**src/rtl/mbd_pkg.sv**
```systemverilog
// Shared types and ratio lookup for the multi-bank divider.
// Assumes all ratios are even; the lookup returns half the divide count.
package mbd_pkg;

    typedef enum logic [1:0] {
        BANK_A  = 2'd0,
        BANK_B  = 2'd1,
        BANK_C  = 2'd2,
        BANK_FB = 2'd3
    } bank_e;

    // Half of the divide count for a bank, select code and prescale state.
    function automatic int unsigned half_count(bank_e bank, logic [1:0] sel, logic prescale_off);
        int unsigned base;
        unique case (bank)
            BANK_A: begin
                unique case (sel)
                    2'd0: base = 2;
                    2'd1: base = 3;
                    2'd2: base = 4;
                    default: base = 6;
                endcase
            end
            BANK_C: base = int'(sel) + 1;
            default: base = int'(sel) + 2;
        endcase
        return prescale_off ? base : (base << 1);
    endfunction

endpackage

```
**src/rtl/mbd_divider.sv**
```systemverilog
// Even divider with 50% duty for one bank.
// A new ratio is held in a shadow register and loaded only at the point
// where the output rises, so each low phase matches the high phase before it.
// Assumes CNT_W is wide enough for the largest half count.
module mbd_divider #(
    parameter mbd_pkg::bank_e BANK  = mbd_pkg::BANK_A,
    parameter int             CNT_W = 5
) (
    input  logic       clk,
    input  logic       rst_n,
    input  logic [1:0] sel,
    input  logic       prescale_off,
    output logic       level
);
    localparam int RUN_W = CNT_W + 2;

    logic [1:0]       sel_sh;
    logic             pre_sh;
    logic [CNT_W-1:0] half_new;
    logic [CNT_W-1:0] half_cur;
    logic [CNT_W-1:0] cnt;

    // Shadow copy of the select inputs, taken every cycle.
    always_ff @(posedge clk) begin
        sel_sh <= sel;
        pre_sh <= prescale_off;
    end

    assign half_new = CNT_W'(mbd_pkg::half_count(BANK, sel_sh, pre_sh));

    // Phase counter: toggle at zero and load the new ratio only on a rising toggle.
    always_ff @(posedge clk) begin
        if (!rst_n) begin
            cnt      <= '0;
            level    <= 1'b0;
            half_cur <= half_new;
        end else if (cnt == '0) begin
            level <= ~level;
            if (!level) begin
                half_cur <= half_new;
                cnt      <= half_new - 1'b1;
            end else begin
                cnt <= half_cur - 1'b1;
            end
        end else begin
            cnt <= cnt - 1'b1;
        end
    end

    // Phase-length tracking used only by the checks below.
    logic             lvl_d;
    logic [RUN_W-1:0] run_len;
    logic [RUN_W-1:0] hi_len;

    always_ff @(posedge clk) begin
        if (!rst_n) begin
            lvl_d   <= 1'b0;
            run_len <= '0;
            hi_len  <= '0;
        end else begin
            lvl_d <= level;
            if (level != lvl_d) begin
                run_len <= RUN_W'(1);
                if (lvl_d) hi_len <= run_len;
            end else if (run_len != '1) begin
                run_len <= run_len + 1'b1;
            end
        end
    end

    // a completed low phase is as long as the high phase before it.
    a_r6_equal_halves: assert property (@(posedge clk) disable iff (!rst_n)
        (level && !lvl_d && hi_len != '0) |-> (run_len == hi_len));

    // the active ratio changes only together with a rising output.
    a_r5_load_at_rise: assert property (@(posedge clk) disable iff (!rst_n)
        !$stable(half_cur) |-> $rose(level));

endmodule

```
**src/rtl/mbd_gate.sv**
```systemverilog
// Freeze gate for one output. The run enable is sampled only while the
// phase (after any inversion) is low, so no pulse is ever cut or shortened.
// Assumes phase is a registered, glitch-free clock level.
module mbd_gate (
    input  logic clk,
    input  logic rst_n,
    input  logic phase,
    input  logic run,
    output logic out
);
    logic en_q;

    // Capture the run enable only during a low phase.
    always_ff @(posedge clk) begin
        if (!rst_n)      en_q <= 1'b0;
        else if (!phase) en_q <= run;
    end

    assign out = phase & en_q;

    // the gated output rises only together with its phase.
    a_r10_rise_with_phase: assert property (@(posedge clk) disable iff (!rst_n)
        $rose(out) |-> $rose(phase));

    // the gated output falls only together with its phase.
    a_r10_fall_with_phase: assert property (@(posedge clk) disable iff (!rst_n)
        $fell(out) |-> $fell(phase));

endmodule

```
**src/rtl/mbd_clock_divider.sv**
```systemverilog
// Top of the multi-bank divider: three banks plus a feedback output, each
// an even divider of clk, with shared prescale, inversion of the last two
// bank C outputs, and per-output freeze gating.
// Assumes clk is the fast source clock and rst_n is synchronous to it.
module mbd_clock_divider #(
    parameter int NUM_OUT = 4,
    parameter int CNT_W   = 5
) (
    input  logic                   clk,
    input  logic                   rst_n,
    input  logic                   prescale_off,
    input  logic [1:0]             sel_a,
    input  logic [1:0]             sel_b,
    input  logic [1:0]             sel_c,
    input  logic [1:0]             sel_fb,
    input  logic                   inv_c,
    input  logic [3*NUM_OUT-2:0]   run_mask,
    output logic [NUM_OUT-1:0]     qa,
    output logic [NUM_OUT-1:0]     qb,
    output logic [NUM_OUT-1:0]     qc,
    output logic                   fb_out
);
    localparam int MASK_B = NUM_OUT;
    localparam int MASK_C = 2 * NUM_OUT - 1;
    localparam int INV_LO = NUM_OUT - 2;

    logic lvl_a, lvl_b, lvl_c, lvl_fb;

    mbd_divider #(.BANK(mbd_pkg::BANK_A), .CNT_W(CNT_W)) div_a_i (
        .clk(clk), .rst_n(rst_n), .sel(sel_a), .prescale_off(prescale_off), .level(lvl_a));
    mbd_divider #(.BANK(mbd_pkg::BANK_B), .CNT_W(CNT_W)) div_b_i (
        .clk(clk), .rst_n(rst_n), .sel(sel_b), .prescale_off(prescale_off), .level(lvl_b));
    mbd_divider #(.BANK(mbd_pkg::BANK_C), .CNT_W(CNT_W)) div_c_i (
        .clk(clk), .rst_n(rst_n), .sel(sel_c), .prescale_off(prescale_off), .level(lvl_c));
    mbd_divider #(.BANK(mbd_pkg::BANK_FB), .CNT_W(CNT_W)) div_fb_i (
        .clk(clk), .rst_n(rst_n), .sel(sel_fb), .prescale_off(prescale_off), .level(lvl_fb));

    // the first bank C output and the feedback output bypass the gates.
    assign qc[0]  = lvl_c;
    assign fb_out = lvl_fb;

    for (genvar i = 0; i < NUM_OUT; i++) begin : g_ab
        mbd_gate gate_a_i (.clk(clk), .rst_n(rst_n), .phase(lvl_a),
                           .run(run_mask[i]), .out(qa[i]));
        mbd_gate gate_b_i (.clk(clk), .rst_n(rst_n), .phase(lvl_b),
                           .run(run_mask[MASK_B + i]), .out(qb[i]));
    end

    for (genvar i = 1; i < NUM_OUT; i++) begin : g_c
        logic phase_c;
        if (i >= INV_LO) begin : g_inv
            assign phase_c = lvl_c ^ inv_c;
        end else begin : g_plain
            assign phase_c = lvl_c;
        end
        mbd_gate gate_c_i (.clk(clk), .rst_n(rst_n), .phase(phase_c),
                           .run(run_mask[MASK_C + i]), .out(qc[i]));
    end

    // Remembers that the last edge saw reset, for the quiet-output check.
    logic rst_seen_q;
    always_ff @(posedge clk) rst_seen_q <= !rst_n;

    // after an edge with reset low, every output is low.
    always @(negedge clk) begin
        if (rst_seen_q) begin
            a_r7_reset_quiet: assert (qa == '0 && qb == '0 && qc == '0 && !fb_out);
        end
    end

endmodule

```
**config.mk**
```make
export PLATFORM = sky130hd
export DESIGN_NAME = mbd_clock_divider
export DESIGN_NICKNAME = d
export VERILOG_FILES = /design/src/rtl/mbd_pkg.sv /design/src/rtl/mbd_divider.sv /design/src/rtl/mbd_gate.sv /design/src/rtl/mbd_clock_divider.sv
export SDC_FILE = /design/constraint.sdc
export NUM_CORES = 1
export LEC_CHECK = 0
export ABC_AREA = 0
export BUFFER_PORTS_ARGS = -buffer_cell sky130_fd_sc_hd__buf_2
export CORE_ASPECT_RATIO = 0.7
export CORE_MARGIN = 4
export CORE_UTILIZATION = 50
export CTS_CLUSTER_DIAMETER = 40
export DETAILED_ROUTE_END_ITERATION = 10
export PLACE_DENSITY = 0.7
export SYNTH_ARGS = -nofsm -noshare
export SYNTH_HDL_FRONTEND = slang
export SYNTH_SLANG_ARGS = --single-unit
```
**constraint.sdc**
```tcl
create_clock -name clk -period 2.4 [get_ports clk]
set_clock_uncertainty 0.1 [all_clocks]
set_input_delay 0.36 -clock clk [delete_from_list [all_inputs] [get_ports clk]]
set_output_delay 0.36 -clock clk [all_outputs]
set_load 0.05 [all_outputs]
```
# Yosys cells after proc, flatten, opt, wreduce, memory -nomap -nowiden
# Index checks and enable logic that the tools add are counted.
# totals
ff_bits,64
input_bits,23
# classes
n_reduce_logical,9
bitwise_logic,16
n_addsub,15
n_eq_ne,10
n_mux,25
# op_table
cell,count
$mux 5,23
$sub 5x1->5 const B,12
$logic_not 5->1,4
$and 1x1->1,11
$pmux 3 s3,1
$ne 2x1->1 const B,4
$ne 2x2->1 const B,4
$reduce_and 2->1,4
$add 2x2->3 const B,2
$mux 4,1
$not 1->1,4
$add 2x1->3 const B,1
$eq 2x1->1 const B,1
$eq 2x2->1 const B,1
$logic_not 2->1,1
$xor 1x1->1,1

# Logic depth before layout (Yosys ltp)
# Gate-level depths: netlist of the first run.
# logic_depth
word_depth,6
mapped_depth,8
depth_no_buf,7

# Cells and area by module
# A second synthesis of the first run with hierarchy kept.
# hier_totals
cells_unflattened,252
area_unflattened_um2,2805.2
# by_module_without_submodules
mod,instances,seq_area_each_um2,cells_per_inst,area_per_inst_um2
mbd_divider (div_b_i ...),2,300.3,53,588.1
mbd_divider (div_a_i),1,300.3,52,568.0
mbd_divider (div_c_i),1,300.3,48,563.0
mbd_gate,11,20.0,4,43.8
mbd_clock_divider,1,0.0,2,16.3

# Worst setup path after synthesis of the first run
# OpenSTA, ideal clock, no wires.
# synth_timing
path_type,flip-flop to flip-flop
from,register div_fb_i.level
to,register div_fb_i.cnt[4]
synth_period_minus_slack_ns,2.117
arrival_ns,1.903
path_buffers,1
setup_slack_ns,0.283
path_stages_with_launch,8
t_required_ns,2.186
path_cell_list,dfxtp_1 -> buf_2 -> mux2_2 -> a21oi_1 -> ha_1 -> nand3_1 -> xor2_1 -> nor2_1
# synth_between
elab_chain_len,2
# synth_lines
element,line,text
from (decl),mbd_divider.sv:13,output logic level
from (signal assigned),mbd_divider.sv:38,level <= ~level;
$mux 5,mbd_divider.sv:39,if (!level) begin
$mux 5,mbd_divider.sv:37,end else if (cnt == '0) begin
to (signal assigned),mbd_divider.sv:41,cnt <= half_new - 1'b1;
to (signal assigned),mbd_divider.sv:43,cnt <= half_cur - 1'b1;
to (signal assigned),mbd_divider.sv:46,cnt <= cnt - 1'b1;
to (decl),mbd_divider.sv:21,logic [CNT_W-1:0] cnt;
# No other way between the ends.
# A chain may end at the register's enable or synchronous reset.

# Final worst setup path of the first run
# layout_timing
from,register div_c_i.level
to,output port qc[2]
# layout_between
elab_chain_len,2
# layout_lines
element,line,text
from (decl),mbd_divider.sv:13,
from (signal assigned),mbd_divider.sv:38,
$xor 1x1->1,mbd_clock_divider.sv:52,assign phase_c = lvl_c ^ inv_c;
$and 1x1->1,mbd_gate.sv:19,assign out = phase & en_q;
to (decl),mbd_clock_divider.sv:20,"output logic [NUM_OUT-1:0] qc,"
# No other way between the ends.

==> results of run 1 <==
==> cell families (layout without fill, tap and decap cells) <==
kind of cell | after synthesis | after routing | share of synthesized area [%]
AND/OR/NAND/NOR | 85 | 85 | 17.9
XOR/XNOR | 11 | 11 | 3.58
AO/OA/AOI/OAI | 44 | 44 | 12.1
adder cells (fa/ha/maj) | 7 | 7 | 3.25
multiplexers | 16 | 16 | 6.46
flip-flops | 60 | 60 | 50.6
buffers and inverters | 27 | 64 | 6.13
==> repair_timing <==
item,4_1_cts,5_1_grt
resized for setup,0,0
hold endpoints to repair,1,2
hold buffers,1,2
==> synth_stat cells, types with 5 or more instances <==
library cell  number  area (µm²)
xor2_1             7        61.3
and2_1            18         113
buf_4             14         105
nor2b_1           10        62.6
nand2b_1           5        31.3
nand2_1            6        22.5
a21oi_1           17        85.1
ha_1               7        87.6
mux2i_1            5        50.1
nor2_1            28         105
edfxtp_1          16         480
mux2_2            10         113
dfxtp_1           44         881
==> stage by stage <==
step | power (mW) | hold WS [ns] | cells
floorplan | 2.61 | 0.288 | 250
global placement | 2.79 | 0.360 | 340
detailed placement | 2.82 | 0.364 | 340
CTS | 3.69 | 0.000555 | 357
global route | 3.90 | 0.00447 | 359
finish | 3.65 | 0.0179 | 359
==> worst min-delay path by stage <==
stage | to | slack (ns)
3_5_place_dp | div_fb_i.sel_sh[1]$_DFF_P_ | 0.36
3_3_place_gp | div_c_i.cnt[4]$_SDFF_PN0_ | 0.36
5_1_grt | div_fb_i.pre_sh$_DFF_P_ | 0.004
2_1_floorplan | div_a_i.sel_sh[0]$_DFF_P_ | 0.29
6_report | div_c_i.sel_sh[1]$_DFF_P_ | 0.02
4_1_cts | div_fb_i.sel_sh[1]$_DFF_P_ | 0.0006
==> sequential cells by signal (all words and copies together), names as in the netlist, 2 cells and up <==
register            flops
g_c.gate_c_i.en_q       3
div_a_i.cnt             5
div_b_i.cnt             5
div_b_i.half_cur        4
div_fb_i.half_cur       4
div_a_i.half_cur        4
g_ab.gate_b_i.en_q      4
g_ab.gate_a_i.en_q      4
div_fb_i.cnt            5
div_c_i.half_cur        4
div_fb_i.sel_sh         2
div_a_i.sel_sh          2
div_c_i.cnt             5
div_b_i.sel_sh          2
div_c_i.sel_sh          2
==> cell type report <==
class / instances / area, µm²
repair buffers: 42 / 235
multi-input cells: 163 / 1170
fillers: 475 / 2160
clock inverters: 1 / 5.00
flip-flops and latches: 60 / 1360
clock buffers: 15 / 186
well taps: 72 / 90.1
inverters: 6 / 22.5
==> metal layers <==
layer	routed length, µm	vias up
li1	-	924
met1	2270	837
met2	2120	33
met3	284	6
met4	44	0
met5	0	-
==> power groups by stage <==
stage                     clock [mW]  sequential, mW  combinational, mW
after floorplan                    0            1.46               1.15
after global placement             0            1.53               1.26
after detailed placement           0            1.54               1.28
after CTS                      0.883            1.51               1.29
after global routing           0.927            1.55               1.43
final                          0.854            1.51               1.29
==> worst max-delay path: stages (launching register included) <==
cell	delay [ns]
dfxtp_1	0.56
xor2_1	0.36
and2_1	0.17
buf_2	0.25
==> impl_metrics.tcl, run 1 <==
set metrics [dict create \
    gp_congestion 0.774 \
    outcome "finished clean" \
    setup-tns-final_ns 0 \
    timing.slew.headroom_pct 52.2 \
    seqPwrFrac_pct 41.4 \
    post-dp-hpwl_mm 3.43 \
    synth_warnings 0 \
    vias 1800 \
    final_core_util_pct 58.6 \
    leakage_nw 1.30 \
    cts.path.max_buffers 2 \
    required_ns 1.94 \
    endpoint_kind "primary output" \
    whs_path_depth 1 \
    design_area_um2 3070 \
    drc 0 \
    htreeDepth 3 \
    grt-busiest-layer "met2" \
    dieWidth_um 95.7 \
    hp-class "in -> reg" \
    cts_root_buffer "clkbuf_8" \
    wl_per_cell_um 13.1 \
    power_switching_share_pct 35.3 \
    cts_buffers 9 \
    mostFrequentLayoutCells "dfxtp_1 (44), buf_2 (35), nor2_1 (28), and2_1 (18), a21oi_1 (17)" \
    dpl_cell_area_um2 2850 \
    rsz0062_at_grt "false" \
    power_density_nw_per_um2 1190 \
    r2r_slack_ns 0.32 \
    synth_edf_count 16 \
    p_sw_mw 1.29 \
    period_share_pct 89.6 \
    worstSetupPathType "reg -> out" \
    antenna_found_initial 0 \
    grt_usage_pct 15.6 \
    clk_latency_ns 0.34 \
    use_met2_pct 22.8 \
    ant_nets 0 \
    ys_types 44 \
    start_util_pct 51.5 \
    ys.flop_type "dfxtp_1" \
    tritoncts "built" \
    port_buffers 35 \
    slew_violations 0 \
    regToRegEndpoint "div_b_i.cnt[4]$_SDFF_PN0_" \
    startpoint "div_c_i.level$_SDFFE_PN0N_" \
    grt_use_met1_pct 19.4 \
    via_per_inst 5.01 \
    min_period_ns 2.15 \
    r2r-start "div_fb_i.pre_sh$_DFF_P_" \
    first_global_vias 1776 \
    synth_area_um2 2690 \
    start_kind "flip-flop" \
    final_common_cell "dfxtp_1" \
    grtUsageMet3_pct 8.57 \
    finalSetupViolCount 0 \
    grt-ovfl-total 0 \
    syn_to_final_growth_pct 13.9 \
    worstRegToRegCells 7 \
    drive_gt1_share_pct 28.2 \
    tightest_slew_ns 0.711 \
    die-area_um2 6640 \
    drt-total-wl_mm 4.72 \
    n_antenna_cell 0 \
    pwr-share-comb_pct 35.2 \
    numClockSinks 60 \
    power_frac_clock_pct 23.4 \
    worstSetupEndpoint "qc[2]" \
    grt_start_max_net_pins 17 \
    drtIter0Drc 58 \
    cellInternalPower_mw 2.36 \
    fp.dieH_um 69.4 \
    max_freq_mhz 465 \
    fin_ws_ns 0.251 \
    maxCapViolations 0 \
    synthesis.nets 280 \
    synth-seq-cells 60 \
    rows 22 \
    peakVddDrop_mv 0.695 \
    grt_pass1_wl_mm 7.91 \
    arrival_ns 1.69 \
    final_nets 312 \
    dp_slack_ns 0.331 \
    hold_violations 0 \
    io_pins 36 \
    ys_seq_area_share_pct 50.6 \
    async_flop_share_pct 0 \
    cts_setup_buffers 0 \
    core_um2 5230 \
    synthCells 250 \
    drt-pass1-iter-count 4 \
    synth_area_per_cell_um2 10.8 \
    path_clk_slew_ns 0.06 \
    min-delay-start "sel_c[1]" \
    path_max_fanout 8 \
]
Power figures use the tool's default switching activity.
==> inputs of run 2 (changes only) <==
--- a/config.mk
+++ b/config.mk
@@ -13,6 +13,7 @@
 export CTS_CLUSTER_DIAMETER = 40
 export DETAILED_ROUTE_END_ITERATION = 10
 export PLACE_DENSITY = 0.7
+export REMOVE_ABC_BUFFERS = 1
 export SYNTH_ARGS = -nofsm -noshare
 export SYNTH_HDL_FRONTEND = slang
 export SYNTH_SLANG_ARGS = --single-unit
==> impl_metrics.tcl, run 2 (synthesized netlist as in run 1, its figures left out) <==
set metrics [dict create \
    grt_usage_pct 15.4 \
    port_buffers 35 \
    fp.dieH_um 69.4 \
    peakVddDrop_mv 0.624 \
    drc 0 \
    vias 1776 \
    arrival_ns 1.65 \
    slew_violations 0 \
    cts_buffers 9 \
    cts.path.max_buffers 2 \
    numClockSinks 60 \
    grt-ovfl-total 0 \
    rsz0062_at_grt "false" \
    n_antenna_cell 0 \
    grt_pass1_wl_mm 7.83 \
    hold_violations 0 \
    clk_latency_ns 0.33 \
    htreeDepth 3 \
    path_clk_slew_ns 0.06 \
    power_density_nw_per_um2 1180 \
    min_period_ns 2.11 \
    ant_nets 0 \
    syn_to_final_growth_pct 11.4 \
    met3_length_um 229 \
    tritoncts "built" \
    start_util_pct 51.5 \
    core_um2 5230 \
    dieWidth_um 95.7 \
    tightest_slew_ns 0.744 \
    final_nets 309 \
    first_global_vias 1683 \
    route.met2.wl_mm 2.07 \
    start_kind "flip-flop" \
    timing.slew.headroom_pct 50.0 \
    final_common_cell "dfxtp_1" \
    drt-total-wl_mm 4.73 \
    outcome "finished clean" \
    met1_length_mm 2.36 \
    post_cts_resize_count 0 \
    top_layer "met4" \
    antenna_found_initial 0 \
    drt-pass1-iter-count 6 \
    wl_per_cell_um 13.3 \
    path_max_fanout 8 \
    setup-tns-final_ns 0 \
    finalSetupViolCount 0 \
    maxCapViolations 0 \
    via_per_inst 4.99 \
    required_ns 1.94 \
    max_freq_mhz 474 \
    multi_input_area_um2 1170 \
    rows 22 \
    io_pins 36 \
    hold_buffers 0 \
    drtIter0Drc 79 \
    mostFrequentLayoutCells "dfxtp_1 (44), buf_2 (35), nor2_1 (28), and2_1 (18), a21oi_1 (17)" \
    die-area_um2 6640 \
    gp_congestion 0.797 \
    cts_setup_buffers 0 \
    grt_start_max_net_pins 23 \
    regArea_um2 1360 \
    endpoint_kind "primary output" \
    cts_root_buffer "clkbuf_8" \
    hp-class "in -> reg" \
    leakage_nw 1.27 \
    post-dp-hpwl_mm 3.37 \
    hold_ws_ns 0.0265 \
    drive_gt1_share_pct 27.8 \
    fill_cells 472 \
    worstSetupPathType "reg -> out" \
    period_share_pct 88.0 \
]
## run 2: cell count changes in the layout (fill, tap and decap cells not counted), sizes merged
cell,previous run,this run
dlygate4sd3,3,0
clkbuf,15,13
clkinv,1,3
## run 2: power by group
group / internal, mW / switching (mW)
clock network: 0.370 / 0.352
registers: 1.32 / 0.199
logic: 0.555 / 0.743
## run 2: routing by layer
layer  vias to the layer above  global-route usage [%]
met2                        27                    22.1
li1                        923                       -
met3                         6                    7.16
met4                         0                    5.36
met5                         -                       0
met1                       820                    20.3
## run 2: path summary, 6_finish.rpt
check,cells after the start,startpoint,slack (ns),end
max,3,div_c_i.level$_SDFFE_PN0N_,0.29,qc[3]
min,1,sel_c[0],0.03,div_c_i.sel_sh[0]$_DFF_P_
max reg2reg,7,div_b_i.level$_SDFFE_PN0N_,0.37,div_b_i.cnt[4]$_SDFF_PN0_
min reg2reg,2,div_a_i.cnt[4]$_SDFF_PN0_,0.38,div_a_i.cnt[4]$_SDFF_PN0_
## run 2: per-stage QoR
step | power [mW] | setup WS [ns] | instances | util (%) | instance area [µm²]
3_5_place_dp | 2.83 | 0.379 | 340 | 54.4 | 2850
4_1_cts | 3.57 | 0.269 | 356 | 57.3 | 3000
5_1_grt | 3.78 | 0.167 | 356 | 57.3 | 3000
6_report | 3.54 | 0.289 | 356 | 57.3 | 3000
2_1_floorplan | 2.54 | 0.324 | 229 | - | 2550
3_3_place_gp | 2.80 | 0.388 | 340 | 54.4 | 2850
## run 2: worst max-delay path, cell delays in order (launching register included)
cell and delay, ns:
dfxtp_1 0.53, xor2_1 0.35, and2_1 0.18, buf_2 0.26
## run 2: cell type report
type	instances	share of cell area [%]
Clock inverter	3	0.501
Tap cell	72	3.00
Sequential cell	60	45.4
Inverter	6	0.751
Multi-Input combinational cell	163	38.9
Clock buffer	13	4.63
Timing Repair Buffer	39	6.84
